<file path="config.mk">
export PLATFORM = sky130hd
export DESIGN_NAME = pmc_sleep_ctrl
export DESIGN_NICKNAME = d
export VERILOG_FILES = /design/src/rtl/pmc_pkg.sv /design/src/rtl/pmc_seqcnt.sv /design/src/rtl/pmc_outdec.sv /design/src/rtl/pmc_fsm.sv /design/src/rtl/pmc_sleep_ctrl.sv
export SDC_FILE = /design/constraint.sdc
export NUM_CORES = 1
export LEC_CHECK = 0
export CAP_MARGIN = 20
export CORE_MARGIN = 2
export CORE_UTILIZATION = 25
export CTS_CLUSTER_SIZE = 28
export DETAILED_ROUTE_END_ITERATION = 6
export DONT_BUFFER_PORTS = 1
export SYNTH_ARGS = -nofsm -noshare
export SYNTH_HDL_FRONTEND = slang
export SYNTH_SLANG_ARGS = --single-unit
</file>
<file path="constraint.sdc">
create_clock -name clk -period 2.6 [get_ports clk]
set_clock_uncertainty 0.05 [all_clocks]
set_input_delay 0.78 -clock clk [delete_from_list [all_inputs] [get_ports clk]]
set_output_delay 0.78 -clock clk [all_outputs]
set_load 0.01 [all_outputs]
</file>
<file path="src/rtl/pmc_pkg.sv">
package pmc_pkg;

  typedef enum logic [2:0] {
    ST_RUN,
    ST_ENTER,
    ST_DOZE,
    ST_NAP,
    ST_SLEEP,
    ST_SLPOFF,
    ST_RELOCK,
    ST_RESUME
  } pmc_state_e;

  typedef enum logic [1:0] {
    MD_NONE  = 2'd0,
    MD_DOZE  = 2'd1,
    MD_NAP   = 2'd2,
    MD_SLEEP = 2'd3
  } pmc_mode_e;

  typedef struct packed {
    logic core;
    logic cache;
    logic pll;
    logic main;
  } pmc_en_t;

endpackage

</file>
<file path="src/rtl/pmc_seqcnt.sv">
module pmc_seqcnt #(
  parameter int W = 8
) (
  input  logic         clk,
  input  logic         rst_n,
  input  logic         load,
  input  logic [W-1:0] load_val,
  input  logic         dec,
  output logic         zero
);

  logic [W-1:0] cnt_q;
  logic [W-1:0] cnt_d;
  logic         cnt_en;

  always_comb begin
    cnt_en = load | (dec & (cnt_q != '0));
    cnt_d  = load ? load_val : (cnt_q - W'(1));
  end

  always_ff @(posedge clk or negedge rst_n) begin
    if (!rst_n)      cnt_q <= '0;
    else if (cnt_en) cnt_q <= cnt_d;
  end

  assign zero = (cnt_q == '0);

endmodule

</file>
<file path="src/rtl/pmc_outdec.sv">
module pmc_outdec
  import pmc_pkg::*;
(
  input  pmc_state_e state,
  output pmc_en_t    en,
  output logic       ready
);

  always_comb begin
    ready = 1'b0;
    unique case (state)
      ST_RUN:    begin en = 4'b1111; ready = 1'b1; end
      ST_ENTER:  en = 4'b1111;
      ST_DOZE:   en = 4'b0111;
      ST_NAP:    en = 4'b0011;
      ST_SLEEP:  en = 4'b0010;
      ST_SLPOFF: en = 4'b0000;
      ST_RELOCK: en = 4'b0010;
      ST_RESUME: en = 4'b0111;
      default:   en = 4'b1111;
    endcase
  end

endmodule

</file>
<file path="src/rtl/pmc_fsm.sv">
module pmc_fsm
  import pmc_pkg::*;
#(
  parameter int TMO_W      = 8,
  parameter int SEQ_W      = 9,
  parameter int ENTER_CYC  = 3,
  parameter int WAKE_DOZE  = 2,
  parameter int WAKE_NAP   = 5,
  parameter int WAKE_SLEEP = 10,
  parameter int RELOCK_CYC = 200
) (
  input  logic             clk,
  input  logic             rst_n,
  input  logic             req_valid,
  input  logic [1:0]       req_mode,
  input  logic             req_pll_off,
  input  logic [TMO_W-1:0] tmo_limit,
  input  logic             irq,
  input  logic             pll_lock,
  input  logic             seq_zero,
  output pmc_state_e       state,
  output logic             seq_load,
  output logic [SEQ_W-1:0] seq_val,
  output logic             seq_dec
);

  localparam logic [SEQ_W-1:0] V_ENTER  = SEQ_W'(ENTER_CYC - 1);
  localparam logic [SEQ_W-1:0] V_WDOZE  = SEQ_W'(WAKE_DOZE - 1);
  localparam logic [SEQ_W-1:0] V_WNAP   = SEQ_W'(WAKE_NAP - 1);
  localparam logic [SEQ_W-1:0] V_WSLEEP = SEQ_W'(WAKE_SLEEP - 1);
  localparam logic [SEQ_W-1:0] V_RELOCK = SEQ_W'(RELOCK_CYC - 1);

  pmc_state_e       st_q, st_d;
  pmc_mode_e        tgt_q;
  logic             off_q;
  logic             armed_q;
  logic [TMO_W-1:0] lim_q;
  logic             accept;
  logic [SEQ_W-1:0] lim_ext;
  logic [SEQ_W-1:0] wake_val;

  assign lim_ext  = {{(SEQ_W-TMO_W){1'b0}}, lim_q};
  assign wake_val = (st_q == ST_NAP) ? V_WNAP : V_WDOZE;

  // next state
  always_comb begin
    st_d     = st_q;
    seq_load = 1'b0;
    seq_val  = '0;
    seq_dec  = 1'b0;
    accept   = 1'b0;
    unique case (st_q)
      ST_RUN: begin
        if (req_valid && (req_mode != MD_NONE)) begin
          accept   = 1'b1;
          st_d     = ST_ENTER;
          seq_load = 1'b1;
          seq_val  = V_ENTER;
        end
      end
      ST_ENTER: begin
        if (irq) begin
          st_d = ST_RUN;
        end else if (seq_zero) begin
          seq_load = 1'b1;
          seq_val  = armed_q ? (lim_ext - SEQ_W'(1)) : '0;
          unique case (tgt_q)
            MD_NAP:   st_d = ST_NAP;
            MD_SLEEP: st_d = off_q ? ST_SLPOFF : ST_SLEEP;
            default:  st_d = ST_DOZE;
          endcase
        end else begin
          seq_dec = 1'b1;
        end
      end
      ST_DOZE, ST_NAP: begin
        if (irq || (armed_q && seq_zero)) begin
          st_d     = ST_RESUME;
          seq_load = 1'b1;
          seq_val  = wake_val;
        end else begin
          seq_dec = 1'b1;
        end
      end
      ST_SLEEP: begin
        if (irq) begin
          st_d     = ST_RESUME;
          seq_load = 1'b1;
          seq_val  = V_WSLEEP;
        end
      end
      ST_SLPOFF: begin
        if (irq) begin
          st_d     = ST_RELOCK;
          seq_load = 1'b1;
          seq_val  = V_RELOCK;
        end
      end
      ST_RELOCK: begin
        if (seq_zero) begin
          if (pll_lock) begin
            st_d     = ST_RESUME;
            seq_load = 1'b1;
            seq_val  = V_WSLEEP;
          end
        end else begin
          seq_dec = 1'b1;
        end
      end
      ST_RESUME: begin
        if (seq_zero) st_d = ST_RUN;
        else          seq_dec = 1'b1;
      end
      default: st_d = ST_RUN;
    endcase
  end

  // registers
  always_ff @(posedge clk or negedge rst_n) begin
    if (!rst_n) st_q <= ST_RUN;
    else        st_q <= st_d;
  end

  always_ff @(posedge clk or negedge rst_n) begin
    if (!rst_n) begin
      tgt_q   <= MD_NONE;
      off_q   <= 1'b0;
      armed_q <= 1'b0;
      lim_q   <= '0;
    end else if (accept) begin
      tgt_q   <= pmc_mode_e'(req_mode);
      off_q   <= req_pll_off;
      armed_q <= (tmo_limit != '0);
      lim_q   <= tmo_limit;
    end
  end

  assign state = st_q;

endmodule

</file>
<file path="src/rtl/pmc_sleep_ctrl.sv">
module pmc_sleep_ctrl
  import pmc_pkg::*;
#(
  parameter int TMO_W      = 8,
  parameter int ENTER_CYC  = 3,
  parameter int WAKE_DOZE  = 2,
  parameter int WAKE_NAP   = 5,
  parameter int WAKE_SLEEP = 10,
  parameter int RELOCK_CYC = 200
) (
  input  logic             clk,
  input  logic             rst_n,
  input  logic             req_valid,
  input  logic [1:0]       req_mode,
  input  logic             req_pll_off,
  input  logic [TMO_W-1:0] tmo_limit,
  input  logic             irq,
  input  logic             pll_lock,
  output logic             core_clk_en,
  output logic             cache_clk_en,
  output logic             pll_en,
  output logic             main_clk_en,
  output logic             ready
);

  localparam int M_A     = (RELOCK_CYC > WAKE_SLEEP) ? RELOCK_CYC : WAKE_SLEEP;
  localparam int M_B     = (WAKE_NAP > WAKE_DOZE) ? WAKE_NAP : WAKE_DOZE;
  localparam int M_C     = (M_A > M_B) ? M_A : M_B;
  localparam int M_D     = (M_C > ENTER_CYC) ? M_C : ENTER_CYC;
  localparam int TMO_MAX = 1 << TMO_W;
  localparam int SEQ_MAX = (M_D > TMO_MAX) ? M_D : TMO_MAX;
  localparam int SEQ_W   = $clog2(SEQ_MAX + 1);

  pmc_state_e       state;
  logic             seq_load;
  logic             seq_dec;
  logic             seq_zero;
  logic [SEQ_W-1:0] seq_val;
  pmc_en_t          en;

  pmc_fsm #(
    .TMO_W(TMO_W), .SEQ_W(SEQ_W), .ENTER_CYC(ENTER_CYC),
    .WAKE_DOZE(WAKE_DOZE), .WAKE_NAP(WAKE_NAP),
    .WAKE_SLEEP(WAKE_SLEEP), .RELOCK_CYC(RELOCK_CYC)
  ) u_fsm (
    .clk(clk), .rst_n(rst_n),
    .req_valid(req_valid), .req_mode(req_mode),
    .req_pll_off(req_pll_off), .tmo_limit(tmo_limit),
    .irq(irq), .pll_lock(pll_lock), .seq_zero(seq_zero),
    .state(state), .seq_load(seq_load), .seq_val(seq_val),
    .seq_dec(seq_dec)
  );

  pmc_seqcnt #(.W(SEQ_W)) u_seq (
    .clk(clk), .rst_n(rst_n), .load(seq_load), .load_val(seq_val),
    .dec(seq_dec), .zero(seq_zero)
  );

  pmc_outdec u_dec (.state(state), .en(en), .ready(ready));

  assign core_clk_en  = en.core;
  assign cache_clk_en = en.cache;
  assign pll_en       = en.pll;
  assign main_clk_en  = en.main;

endmodule

</file>
# Word level (Yosys, flattened, before mapping)
# Cells that the tools add are included.
# totals
ramBits	0
out_inout_bits	5
in_bits	16
latch_bits	0
memories	0
elab_cells	81
rom_bits	0
ff_bits	24
# op_classes
muxes	39
div_mod_pow	0
reduce_logical	15
multipliers	0
addsub	2
shifts	0
n_lt_le_gt_ge	0
n_eq_ne	17
bitwise_logic	2
# op_table
cell	count
2-to-1 mux 9 bit	6
one-hot mux 9 bit (6 select lines)	1
2-to-1 mux 3 bit	10
one-hot mux 3 bit (7 select lines)	1
one-hot mux 4 bit (5 select lines)	1
2-to-1 mux 1 bit	13
== test 3 bit, second input constant	4
!= test 2 bit, second input constant	6
OR reduction 2 bit	6
zero test 9 bit	1
nonzero test 9 bit	1
subtractor 8 x 1 -> 9 bit, second input constant	1
subtractor 9 x 1 -> 9 bit, second input constant	1
2-to-1 mux 4 bit	2
2-to-1 mux 8 bit	1
AND reduction 8 bit	1
nonzero test 8 bit	1
== test 3 x 2 -> 1 bit, second input constant	2
one-hot mux 3 bit (2 select lines)	1
one-hot mux 1 bit (5 select lines)	1
== test 2 bit, second input constant	2
== test 3 x 1 -> 1 bit, second input constant	1
zero test 3 bit	1
!= test 3 bit, second input constant	1
other kinds (8)	9

# Longest topological paths before layout
# logic_depth
depth_word	7
mapped_depth	8
depth_no_buf	7

# By module
# From an unflattened synthesis, not the netlist that was laid out.
# unflattened
cells_unflattened	190
hier_area_um2	1762.9
# by_module_without_submodules
mod	cells_each	area_per_inst_um2	n_inst	seq_area_each_um2
pmc_fsm	113	1112.3	1	375.4
pmc_seqcnt	71	618.1	1	225.2
pmc_outdec	6	32.5	1	0.0

# Least setup slack after synthesis
# OpenSTA, ideal clock, no wires.
# synth_path
path_kind	input-to-reg
startpoint	input port req_mode[1]
endpoint	register u_seq.cnt_q[0]
n_path_buf	0
setup_slack_ps	470
stages	5
required_ps	2427
setup_time_ps	123
arrival_ps	1957
path_cell_list	o21ai_1 -> nand3b_1 -> nand4_4 -> or2_4 -> o221a_1
# synth_between
elab_chain_cells	5
word_cells_on_any_way	6
cone_classes	mux: 3; bitwise: 1; reduce/logical: 2
# synth_rtl
element	line_no	text
start: declaration	pmc_sleep_ctrl.sv:14	input logic [1:0] req_mode,
nonzero test 2 bit *	pmc_fsm.sv:54	if (req_valid && (req_mode != MD_NONE)) begin
logical AND 1 bit *	pmc_fsm.sv:54	
2-to-1 mux 1 bit *	pmc_fsm.sv:54	
one-hot mux 1 bit (5 select lines) *	pmc_fsm.sv:52	unique case (st_q)
2-to-1 mux 9 bit or bitwise OR 1 bit (tied branches)	pmc_seqcnt.sv:18, pmc_seqcnt.sv:17	
end signal: assignment	pmc_seqcnt.sv:23	else if (cnt_en) cnt_q <= cnt_d;
end: declaration	pmc_seqcnt.sv:12	logic [W-1:0] cnt_q;
# Every way passes the cells marked *; elsewhere a longest branch is shown, timed or not.
# A chain may end at the register's enable or synchronous reset.

# Final worst setup path
# layout_path
startpoint	register u_fsm.st_q[2] (netlist: u_fsm.state[2])
endpoint	output port cache_clk_en
# layout_between
elab_chain_cells	3
word_cells_on_any_way	12
cone_classes	eq/ne: 7; mux: 1; reduce/logical: 4
# layout_rtl
element	line_no	text
start: declaration	pmc_fsm.sv:33	pmc_state_e st_q, st_d;
start signal: assignment	pmc_fsm.sv:121	else st_q <= st_d;
== test 3 x 2 -> 1 bit, or another cell as far along	pmc_outdec.sv:11	unique case (state)
OR reduction 2 bit (no source line)	--	
one-hot mux 4 bit (5 select lines) *	pmc_outdec.sv:11	
end: declaration	pmc_sleep_ctrl.sv:20	output logic cache_clk_en,
# Marks and branches as above.

==> impl_summary.log <==
INFO  metric cts_resized = 0
INFO  metric ctsRootBufferMaster = sky130_fd_sc_hd__clkbuf_8
INFO  metric yosys_warnings = 0
INFO  metric power.static_leakage = approximately 0.72 nW
INFO  metric avgRoutedWirePerCell = roughly 14 um
INFO  metric most_used_cells_in_the_layout_excluding_fill_and_tap_cells = sky130_fd_sc_hd__dfrtp_1, sky130_fd_sc_hd__nand2_1, sky130_fd_sc_hd__nor2_1
INFO  metric drc = 0
INFO  metric yosysTopAreaCellShare = 35.6%
INFO  metric layout-drive-gt1-share = 17.2%
INFO  metric first_iter_violations = 36
INFO  metric ys_ff_latch = 24
INFO  metric die_area = between 7000 and 8000 um^2
INFO  metric place.detailed.hpwl = ~2600 um
INFO  metric final_common_cell = sky130_fd_sc_hd__dfrtp_1
INFO  metric setup.worst_path.start_class = flop
INFO  metric maxCapViolations = 0
INFO  metric timing_worst_setup_path_type = flop to output port
INFO  metric cts_tree = done
INFO  metric ys_async_sr_fraction = 100%
INFO  metric grt_overflow_total = 0
INFO  metric post-route-period-util = between 90 and 100%
INFO  metric mapped_avg_cell_area = between 9 and 10 um^2
INFO  metric timing.final.max_slew_violations = 0
INFO  metric die_height = around 86 um
INFO  metric synth_flop_cell = sky130_fd_sc_hd__dfrtp_1
INFO  metric r2r_setup_slack = 0.36 ns
INFO  metric floorplan.rows = 29
INFO  metric ant_nets = 0
INFO  metric worst_slack = roughly 0.16 ns
INFO  metric fin_nets = around 190
INFO  metric grt_first_pass_wirelength = roughly 6000 um
INFO  metric post_synth_edffs = 0
INFO  metric slew_headroom = 54.5%
INFO  metric cts_max_path_buffers = 2
INFO  metric worst-path-max-fanout = 19
INFO  metric grt_usage = under 10%
INFO  metric synth_largest_area_cell = sky130_fd_sc_hd__dfrtp_1
INFO  metric preCtsSetupSlack = approximately 0.33 ns
INFO  metric holdCritPathClass = input port to asynchronous set/reset pin
INFO  metric areaGrowthSynthToFinish = 8.22%
INFO  metric fin_setup_tns = 0 ns
INFO  metric finalWirelength = about 3500 um
INFO  metric antenna_found_initial = 0
INFO  metric vdd_ir_drop_max = between 400 and 500 uV
INFO  metric worst-r2r-cell-count = 5
INFO  metric critical_path.reg2reg.startpoint = u_fsm.state[2]
INFO  metric clock_latency_of_the_later_clocked_register_in_the_worst_skew_pair = around 0.27 ns
INFO  metric die_width = roughly 86 um
INFO  metric post_synth_instance_area = ~1700 um^2
INFO  metric worst_r2r_endpoint = u_seq.cnt_q[0]
INFO  metric cts.reportedPaths.clkPinSlew = 0.09 ns
INFO  metric tritoncts_num_sinks = 24
INFO  metric grt_pass1_vias = approximately 1200
INFO  metric clock.fmax = between 400 and 500 MHz
INFO  metric initial_utilization = between 20% and 30%
INFO  metric cellPowerDensity = approximately 800 nW/um^2
INFO  metric cts-buffers-inserted = 3
INFO  metric synth.top_cells.by_area = sky130_fd_sc_hd__dfrtp_1, sky130_fd_sc_hd__mux2_2, sky130_fd_sc_hd__nand2_1
INFO  metric syn_inst = between 150 and 200
INFO  metric transition_time_of_the_tightest_slew_check_pin = between 0.6 and 0.7 ns
INFO  metric layout_min_cycle_time = approximately 2.4 ns
INFO  metric postCtsSetupRepairBufs = 0
INFO  metric grt_setup_unrepaired = false
INFO  metric hold_violations = 0
INFO  metric placeableCoreArea = approximately 6500 um^2
INFO  metric detailroute.via_count = roughly 1200
INFO  metric hold_buffers = 0
INFO  metric grt_start_max_net_pins = 25
INFO  metric synth_seq_area_share = between 30% and 40%
INFO  metric outcome = complete, no violations
INFO  metric globalplace.congestion = 0.781
INFO  metric ys_types = 53
INFO  metric syn-num-nets = about 190
INFO  metric firstDrtPassIters = 4
INFO  metric io_buffer_count = 0
INFO  metric cp_data_arrival_time = between 1.5 and 2 ns
INFO  metric setup_violations = 0
INFO  metric worstSetupEndpointType = output port
INFO  metric design.portCount = 21
INFO  metric worst-endpoint-required = roughly 1.8 ns
INFO  metric antenna-diode-count = 0
INFO  metric cts-htree-levels = 1
INFO  metric routed_via_density = around 5.0
sequential cells by signal (all words and copies together), names as in the netlist:
name	count
u_seq.cnt_q	9
u_fsm.lim_q	8
u_fsm.state	3
u_fsm.tgt_q	2
u_fsm.armed_q	1
u_fsm.off_q	1
stage by stage:
stage                     utilization (%)  power (mW)  std cells  area, um^2  hold WS, ns
after floorplan                         -        1.04        169        1690        0.422
after global placement               27.2        1.13        242        1760        0.435
after detailed placement             27.2        1.14        242        1760        0.435
after CTS                            28.3        1.47        246        1830        0.138
after global routing                 28.3        1.56        246        1830        0.128
final                                28.3        1.46        246        1830        0.144
worst max path at each step:
stage                   start  cells past startpoint              to  slack, ns
5_1_grt        u_fsm.state[2]                      2    cache_clk_en       0.06
3_5_place_dp      req_mode[1]                      5  u_seq.cnt_q[0]       0.33
4_1_cts        u_fsm.state[2]                      2    cache_clk_en       0.15
6_report       u_fsm.state[2]                      2    cache_clk_en       0.16
3_3_place_gp      req_mode[1]                      5  u_seq.cnt_q[3]       0.35
2_1_floorplan     req_mode[1]                      5  u_seq.cnt_q[0]       0.47
layer usage:
metal	wire, um	vias to the layer above	global-route usage [%]	share of wire, %
met5	0	-	0	0
met4	25	0	2.84	0.71
met3	121	2	1.81	3.4
met2	1660	19	15.6	47
met1	1710	589	13.8	49
li1	-	632	-	-
logic make-up (layout without fill, tap and decap cells):
| kind of cell | Yosys count | count (layout) | synth area share, % |
|---|---|---|---|
| AO/OA/AOI/OAI | 38 | 38 | 18.7 |
| XOR/XNOR | 9 | 9 | 4.67 |
| adder cells (fa/ha/maj) | 3 | 3 | 2.22 |
| buffers and inverters | 16 | 16 | 4.81 |
| flip-flops | 24 | 24 | 35.6 |
| multiplexers | 11 | 11 | 7.26 |
| AND/OR/NAND/NOR | 68 | 68 | 26.8 |
power breakdown:
| part | internal [mW] | switching [mW] | leakage, nW | total [mW] |
|---|---|---|---|---|
| registers | 0.465 | 0.175 | 0.289 | 0.640 |
| clock network | 0.206 | 0.126 | 0.0357 | 0.332 |
| logic | 0.237 | 0.256 | 0.397 | 0.493 |
| total | 0.907 | 0.558 | 0.722 | 1.46 |
synth_stat cells, drive strengths merged, types with 4 or more instances:
library cell and number:
a31oi 4, mux2 10, nor2 13, buf 5, nor4 6, xnor2 5
nor3 5, dfrtp 24, nand2 16, o21ai 9, nand3 7, xor2 4
inv 10
final cells by class:
cell class | count | area (um^2)
Fill cell | 686 | 4630
Sequential cell | 24 | 601
Clock buffer | 3 | 41.3
Multi-Input combinational cell | 129 | 1010
Tap cell | 77 | 96.3
Inverter | 10 | 37.5
Clock inverter | 1 | 30.0
Timing Repair Buffer | 2 | 15.0
critical path: stages (launching register included):
cell and delay, ns:
sky130_fd_sc_hd__dfrtp_1 0.77, sky130_fd_sc_hd__inv_1 0.24, sky130_fd_sc_hd__xnor2_1 0.33
(Power assumes the default switching activity.)
